**src/rtl/dac_cmd_pkg.sv**
```systemverilog
package dac_cmd_pkg;

  localparam int ADDR_W = 5;
  localparam int SEL_W  = 2;

  typedef enum logic [SEL_W-1:0] {
    BANK_SFR  = 2'b00,
    BANK_GAIN = 2'b01,
    BANK_OFFS = 2'b10,
    BANK_DATA = 2'b11
  } bank_e;

  typedef enum logic [ADDR_W-1:0] {
    SF_NOP     = 5'h00,
    SF_CODEWR  = 5'h01,
    SF_SOFTCLR = 5'h02,
    SF_PDOWN   = 5'h08,
    SF_PUP     = 5'h09,
    SF_SRESET  = 5'h0F
  } sf_e;

  typedef struct packed {
    logic  chan_wr;
    bank_e bank;
    logic  code_wr;
    logic  soft_clr;
    logic  pdown;
    logic  pup;
    logic  sreset;
  } act_t;

endpackage

```
**src/rtl/dac_cmd_decode.sv**
```systemverilog
module dac_cmd_decode
  import dac_cmd_pkg::*;
(
  input  logic              valid,
  input  logic [SEL_W-1:0]  sel,
  input  logic [ADDR_W-1:0] addr,
  input  logic              busy_n,
  input  logic              pd,
  output act_t              act,
  output logic              drop
);

  logic accept;

  assign accept = valid && busy_n;
  assign drop   = valid && !busy_n;

  always_comb begin
    act = '0;
    if (accept) begin
      if (sel == BANK_SFR) begin
        case (addr)
          SF_CODEWR:  act.code_wr  = !pd;
          SF_SOFTCLR: act.soft_clr = !pd;
          SF_PDOWN:   act.pdown    = 1'b1;
          SF_PUP:     act.pup      = 1'b1;
          SF_SRESET:  act.sreset   = 1'b1;
          default:    act          = '0;
        endcase
      end else begin
        act.chan_wr = !pd;
        act.bank    = bank_e'(sel);
      end
    end
  end

endmodule

```
**src/rtl/dac_busy_timer.sv**
```systemverilog
module dac_busy_timer #(
  parameter int CW    = 8,
  parameter int N_CLR = 10,
  parameter int N_PUP = 4,
  parameter int N_RST = 20
) (
  input  logic clk,
  input  logic rst_n,
  input  logic start_clr,
  input  logic start_pup,
  input  logic start_rst,
  output logic busy_n
);

  logic [CW-1:0] cnt_q;
  logic [CW-1:0] cnt_d;
  logic          cnt_en;

  always_comb begin
    cnt_d = cnt_q;
    if (start_rst)
      cnt_d = CW'(N_RST);
    else if (start_pup)
      cnt_d = CW'(N_PUP);
    else if (start_clr)
      cnt_d = CW'(N_CLR);
    else if (cnt_q != '0)
      cnt_d = cnt_q - 1'b1;
  end

  assign cnt_en = start_rst || start_pup || start_clr || (cnt_q != '0);

  always_ff @(posedge clk or negedge rst_n) begin
    if (!rst_n)
      cnt_q <= '0;
    else if (cnt_en)
      cnt_q <= cnt_d;
  end

  assign busy_n = (cnt_q == '0);

endmodule

```
**src/rtl/dac_chan_slot.sv**
```systemverilog
module dac_chan_slot
  import dac_cmd_pkg::*;
#(
  parameter int DW = 12
) (
  input  logic          clk,
  input  logic          rst_n,
  input  logic          zero_all,
  input  logic          load_clr,
  input  logic [DW-1:0] clr_code,
  input  logic          wr_en,
  input  bank_e         wr_bank,
  input  logic [DW-1:0] wr_data,
  output logic [DW-1:0] data_o,
  output logic [DW-1:0] gain_o,
  output logic [DW-1:0] offs_o
);

  logic [DW-1:0] data_q, gain_q, offs_q;
  logic [DW-1:0] data_d, gain_d, offs_d;
  logic          slot_en;

  always_comb begin
    data_d = data_q;
    gain_d = gain_q;
    offs_d = offs_q;
    if (zero_all) begin
      data_d = '0;
      gain_d = '1;
      offs_d = '0;
    end else begin
      if (load_clr)
        data_d = clr_code;
      if (wr_en) begin
        case (wr_bank)
          BANK_GAIN: gain_d = wr_data;
          BANK_OFFS: offs_d = wr_data;
          BANK_DATA: if (!load_clr) data_d = wr_data;
          default:   data_d = data_d;
        endcase
      end
    end
  end

  assign slot_en = zero_all || load_clr || wr_en;

  always_ff @(posedge clk or negedge rst_n) begin
    if (!rst_n) begin
      data_q <= '0;
      gain_q <= '1;
      offs_q <= '0;
    end else if (slot_en) begin
      data_q <= data_d;
      gain_q <= gain_d;
      offs_q <= offs_d;
    end
  end

  assign data_o = data_q;
  assign gain_o = gain_q;
  assign offs_o = offs_q;

endmodule

```
**src/rtl/dac_cmd_ctrl.sv**
```systemverilog
module dac_cmd_ctrl
  import dac_cmd_pkg::*;
#(
  parameter int NCH     = 32,
  parameter int DW      = 12,
  parameter int CLK_MHZ = 50,
  parameter int CLR_US  = 35,
  parameter int PUP_US  = 8,
  parameter int RST_US  = 135
) (
  input  logic                clk,
  input  logic                rst_n,
  input  logic                cmd_valid_i,
  input  logic [1:0]          cmd_sel_i,
  input  logic [4:0]          cmd_addr_i,
  input  logic [DW-1:0]       cmd_data_i,
  input  logic                hw_clr_n_i,
  input  logic                hw_pd_i,
  output logic                busy_n_o,
  output logic                pd_o,
  output logic                cmd_drop_o,
  output logic [DW-1:0]       clr_code_o,
  output logic [NCH*DW-1:0]   dac_data_o,
  output logic [NCH*DW-1:0]   gain_o,
  output logic [NCH*DW-1:0]   offset_o
);

  localparam int N_CLR  = CLK_MHZ * CLR_US;
  localparam int N_PUP  = CLK_MHZ * PUP_US;
  localparam int N_RST  = CLK_MHZ * RST_US;
  localparam int N_MAX  = (N_RST > N_CLR) ? ((N_RST > N_PUP) ? N_RST : N_PUP)
                                          : ((N_CLR > N_PUP) ? N_CLR : N_PUP);
  localparam int CNT_W  = $clog2(N_MAX + 1);

  // reset synchronizer: asserts at once, releases on the clock
  logic [1:0] rst_pipe_q;
  logic       rst_sync_n;

  always_ff @(posedge clk or negedge rst_n) begin
    if (!rst_n)
      rst_pipe_q <= 2'b00;
    else
      rst_pipe_q <= {rst_pipe_q[0], 1'b1};
  end

  assign rst_sync_n = rst_pipe_q[1];

  logic       pd;
  logic       busy_n;
  logic       drop_evt;
  logic       load_clr;
  act_t       act;

  logic [DW-1:0] clr_code_q, clr_code_d;
  logic          sw_pd_q, sw_pd_d;
  logic          drop_q, drop_d;
  logic          ctl_en;

  assign pd = sw_pd_q || hw_pd_i;

  dac_cmd_decode i_decode (
    .valid  (cmd_valid_i),
    .sel    (cmd_sel_i),
    .addr   (cmd_addr_i),
    .busy_n (busy_n),
    .pd     (pd),
    .act    (act),
    .drop   (drop_evt)
  );

  dac_busy_timer #(
    .CW    (CNT_W),
    .N_CLR (N_CLR),
    .N_PUP (N_PUP),
    .N_RST (N_RST)
  ) i_timer (
    .clk       (clk),
    .rst_n     (rst_sync_n),
    .start_clr (act.soft_clr),
    .start_pup (act.pup),
    .start_rst (act.sreset),
    .busy_n    (busy_n)
  );

  // clear request from either the command or the hardware pin
  assign load_clr = act.soft_clr || (!hw_clr_n_i && !pd);

  always_comb begin
    clr_code_d = clr_code_q;
    sw_pd_d    = sw_pd_q;
    drop_d     = drop_q;
    if (act.sreset) begin
      clr_code_d = '0;
      sw_pd_d    = 1'b0;
      drop_d     = 1'b0;
    end else begin
      if (act.code_wr) clr_code_d = cmd_data_i;
      if (act.pdown)   sw_pd_d    = 1'b1;
      if (act.pup)     sw_pd_d    = 1'b0;
      if (drop_evt)    drop_d     = 1'b1;
    end
  end

  assign ctl_en = act.sreset || act.code_wr || act.pdown || act.pup || drop_evt;

  always_ff @(posedge clk or negedge rst_sync_n) begin
    if (!rst_sync_n) begin
      clr_code_q <= '0;
      sw_pd_q    <= 1'b0;
      drop_q     <= 1'b0;
    end else if (ctl_en) begin
      clr_code_q <= clr_code_d;
      sw_pd_q    <= sw_pd_d;
      drop_q     <= drop_d;
    end
  end

  for (genvar ch = 0; ch < NCH; ch++) begin : g_ch
    logic hit;
    assign hit = act.chan_wr && (cmd_addr_i == ADDR_W'(ch));

    dac_chan_slot #(
      .DW (DW)
    ) i_slot (
      .clk      (clk),
      .rst_n    (rst_sync_n),
      .zero_all (act.sreset),
      .load_clr (load_clr),
      .clr_code (clr_code_q),
      .wr_en    (hit),
      .wr_bank  (act.bank),
      .wr_data  (cmd_data_i),
      .data_o   (dac_data_o[ch*DW +: DW]),
      .gain_o   (gain_o[ch*DW +: DW]),
      .offs_o   (offset_o[ch*DW +: DW])
    );
  end

  assign busy_n_o   = busy_n;
  assign pd_o       = pd;
  assign cmd_drop_o = drop_q;
  assign clr_code_o = clr_code_q;

endmodule

```
**config.mk**
```make
export PLATFORM = sky130hd
export DESIGN_NAME = dac_cmd_ctrl
export DESIGN_NICKNAME = d
export VERILOG_FILES = /design/src/rtl/dac_cmd_pkg.sv /design/src/rtl/dac_cmd_decode.sv /design/src/rtl/dac_busy_timer.sv /design/src/rtl/dac_chan_slot.sv /design/src/rtl/dac_cmd_ctrl.sv
export SDC_FILE = /design/constraint.sdc
export NUM_CORES = 2
export LEC_CHECK = 0
export BUFFER_PORTS_ARGS = -buffer_cell sky130_fd_sc_hd__buf_4
export CORE_AREA = 5 5 458 460
export CTS_CLUSTER_DIAMETER = 120
export DETAILED_ROUTE_END_ITERATION = 8
export DIE_AREA = 0 0 463 465
export GPL_TIMING_DRIVEN = 0
export PLACE_DENSITY = 0.51
export SYNTH_ARGS = -nofsm -noshare
export SYNTH_HDL_FRONTEND = slang
export SYNTH_SLANG_ARGS = --single-unit
```
**constraint.sdc**
```tcl
create_clock -name clk -period 64.4 [get_ports clk]
set_input_delay 3.22 -clock clk [delete_from_list [all_inputs] [get_ports clk]]
set_output_delay 3.22 -clock clk [all_outputs]
set_load 0.01 [all_outputs]
```
==> results.md <==
* Status: finished with violations
* Failing checks: capacitance limit, slew limit
* Slowest stage delay, CP at 0.28 ns
* DRT antenna net count at 0
* IO Pins at about 1.2k
* First-pass GRT wire length at 332 mm
* Reg area at approximately 30000 um^2
* Final setup fails at 0
* Fillers at 20.9k
* Clock slew at reported path FFs at 0.06 ns
* Critical Path AT at roughly 4.2 ns
* Worst Max-Slew Pin Slew at roughly 1.5 ns
* Post-layout min period at between 7 and 8 ns
* Initial Util at between 20% and 30%
* Final instance area at around 66000 um^2
* YS warnings at 0
* Initial antenna violation count at 24
* Normalized max-slew margin at -1.25%
* Overall Global Routing Usage at between 20% and 30%
* Die footprint at 215000 um^2
* CTS tree: built
* Layout cell share with drive strength beyond 1 at a little over half
* Startpoint Class: input port
* Unique masters post-synth at 65
* Total clock sinks at 1181
* Hpwl dp at 188 mm
* Vias in the first global route at 38.9k
* CTS resizes at 0
* Area leader, netlist: dfrtp_1
* Hold Violations, Final at 0
* Slew Viols, Final at 5
* Post-layout nets at between 5k and 6k
* EDFF count, synth at 0
* Tcrit/Tclk final at between 10% and 20%
* Maximum vdd drop at approximately 0.000025 V
* Pre-antenna DRT Iters at 6
* CTS root buffer: clkbuf_16
* Max_cap viols at 3
* Via/cell ratio at about 4.8
* Synth top area share at about two fifths
* Area occupied by multi-input gates at approximately 17000 um^2
* Asr flop ratio synth at 100%
* Mapped Cells at between 3k and 4k
* CP max FO at 7
* Pwr dens at roughly 26 nW/um^2
* Critical path cell sequence: buf_4 > or2_2 > clkbuf_1 > buf_4
* Pin count of the biggest net entering global routing at 72
* Skew-Pair Late Insertion Delay at approximately 0.8 ns
* Peak Freq at around 140 MHz
* Cell mode on critical path: buf_4
* Setup TNS at 0 ns
* Dpl ws at approximately 57 ns
* Syn Area/Cell at 13.2 um^2
* Top cells by area, synth: dfrtp_1, dfstp_2, mux2_2, nand2_1, a31oi_1
* LEAKAGE at between 30 and 40 nW
* Yosys reg bits at between 1k and 1.5k
* Mapped Nets at around 3.7k
* Final wirelength at around 240 mm
* RSZ-0062 raised after global routing: false
* Final setup margin at between 50 and 60 ns
* Worst hold path class: register to asynchronous set/reset pin
* Post-CTS setup buffer count at 0
* H-Tree Depth at 4
* CTS Buf Count at about 140
* Overall via count from detail_route at between 30k and 40k
* CP max stage cell: or2_2
* # port buffers at roughly 1.2k
* Hold Buf Count CTS at 0
* Required time worst endpoint at 61.18 ns
* Area of placed instances at between 60000 and 70000 um^2
* Die X at roughly 460 um
* Post-synthesis cell area at between 40000 and 50000 um^2
* Overall power at approximately 1.7 mW
* GP Congestion at approximately 0.88
* DRC viols at 0
* Max clock buf depth at 3
* Core box area at a little over 200000 um^2
* DR iter-0 viols at 3039
* Chip height at 465 um
* Most common cell after layout, fill and taps aside: buf_4
* Site Rows at around 170
* Commonest non-fill, non-tap cells in the layout: buf_4, dfrtp_1, mux2_2
* Mean routed wirelength per cell at between 30 and 40 um
* Grt ovf at 0
* WS Path Type: input port to output port
* Final Skew at about 0.027 ns
* Primary FF master, synth: dfrtp_1
* Area Growth Syn to Fin at 36.0%
* Critical Path End Type: output port
* Seq/Total Area, Yosys at between 60% and 70%
-- power by group --
part	leakage (nW)	switching (mW)	total [mW]	internal, mW
combinational	14.6	0.102	0.155	0.0526
clock	2.18	0.335	0.797	0.461
sequential	14.5	0.0233	0.791	0.768
total	31.3	0.461	1.74	1.28
-- cell type report --
cell class | instances | area share (%)
inverter | 4 | 0.0227
multi-input combinational | 2158 | 25.7
antenna | 19 | 0.0718
timing repair buffer | 1209 | 14.4
tap | 2704 | 5.11
buffer | 355 | 2.54
sequential | 1181 | 45.4
clock inverter | 37 | 0.816
clock buffer | 206 | 6.00
-- cells in the mapped netlist, drive strengths merged, types with 3 or more instances --
cell	number
a21boi	7
and3	14
o21ai	34
nand3	34
or2	10
o211ai	54
and2	6
or4	5
or3b	3
inv	3
mux2	780
nand2b	17
a221o	40
nor2b	3
nand2	472
and4	8
nor3	39
a21oi	110
clkbuf	178
a31oi	231
dfrtp	797
xnor2	4
buf	177
dfstp	384
or3	4
xor2	3
mux2i	70
nor2	38
nor4	30
nand4	109
or4b	4
o2bb2ai	8
-- metrics by stage --
stage	hold slack [ns]	instances	utilization, %
final	0.351	7873	32.2
after global routing	0.363	7862	32.2
after CTS	0.357	7854	32.2
after detailed placement	0.341	7611	30.0
after global placement	0.336	7579	29.6
after floorplan	0.331	3698	-
-- sequential cells by signal (all words and copies together), names as in the netlist --
name and flops:
g_ch.i_slot.gain_o 384, cmd_drop_o 1, sw_pd_q 1, g_ch.i_slot.data_o 384
g_ch.i_slot.offs_o 384, clr_code_o 12, rst_pipe_q 2, i_timer.cnt_q 13
-- metal layers --
metal	routed length [um]	vias to the layer above	global-route usage [%]
li1	-	16000	-
met3	22700	407	7.55
met2	110000	1882	34.1
met4	11500	6	9.55
met1	99300	19900	27.5
met5	49	-	0
-- worst max-delay path: cells and delay by family --
family | cells | cell delay, ns
buffers and inverters | 3 | 0.66
AND/OR/NAND/NOR | 1 | 0.28
-- cell families after synthesis --
logic type      share of synthesized area, %
flops                                   61.7
mux                                     19.5
simple gates                            8.28
compound gates                          6.87
buf+inv                                 3.47
xor+xnor                               0.126
fa+ha+maj                             0.0514
other cells                          0.00770
-- final timing paths --
kind / from / end / slack (ns) / cells after the start
max reg2reg: i_timer.cnt_q[0] / g_ch[30].i_slot.offs_o[9] / 59.75 / 9
max in group asynchronous: rst_pipe_q[1] / g_ch[3].i_slot.data_o[10] / 61.79 / 5
max: hw_pd_i / pd_o / 57.01 / 4
min in group clk: rst_pipe_q[0] / rst_pipe_q[1] / 0.35 / 0
min: rst_pipe_q[1] / g_ch[30].i_slot.offs_o[9] / 0.35 / 0
min reg2reg: rst_pipe_q[1] / g_ch[30].i_slot.offs_o[9] / 0.35 / 0
No activity file was read; power rests on OpenSTA's default activity.
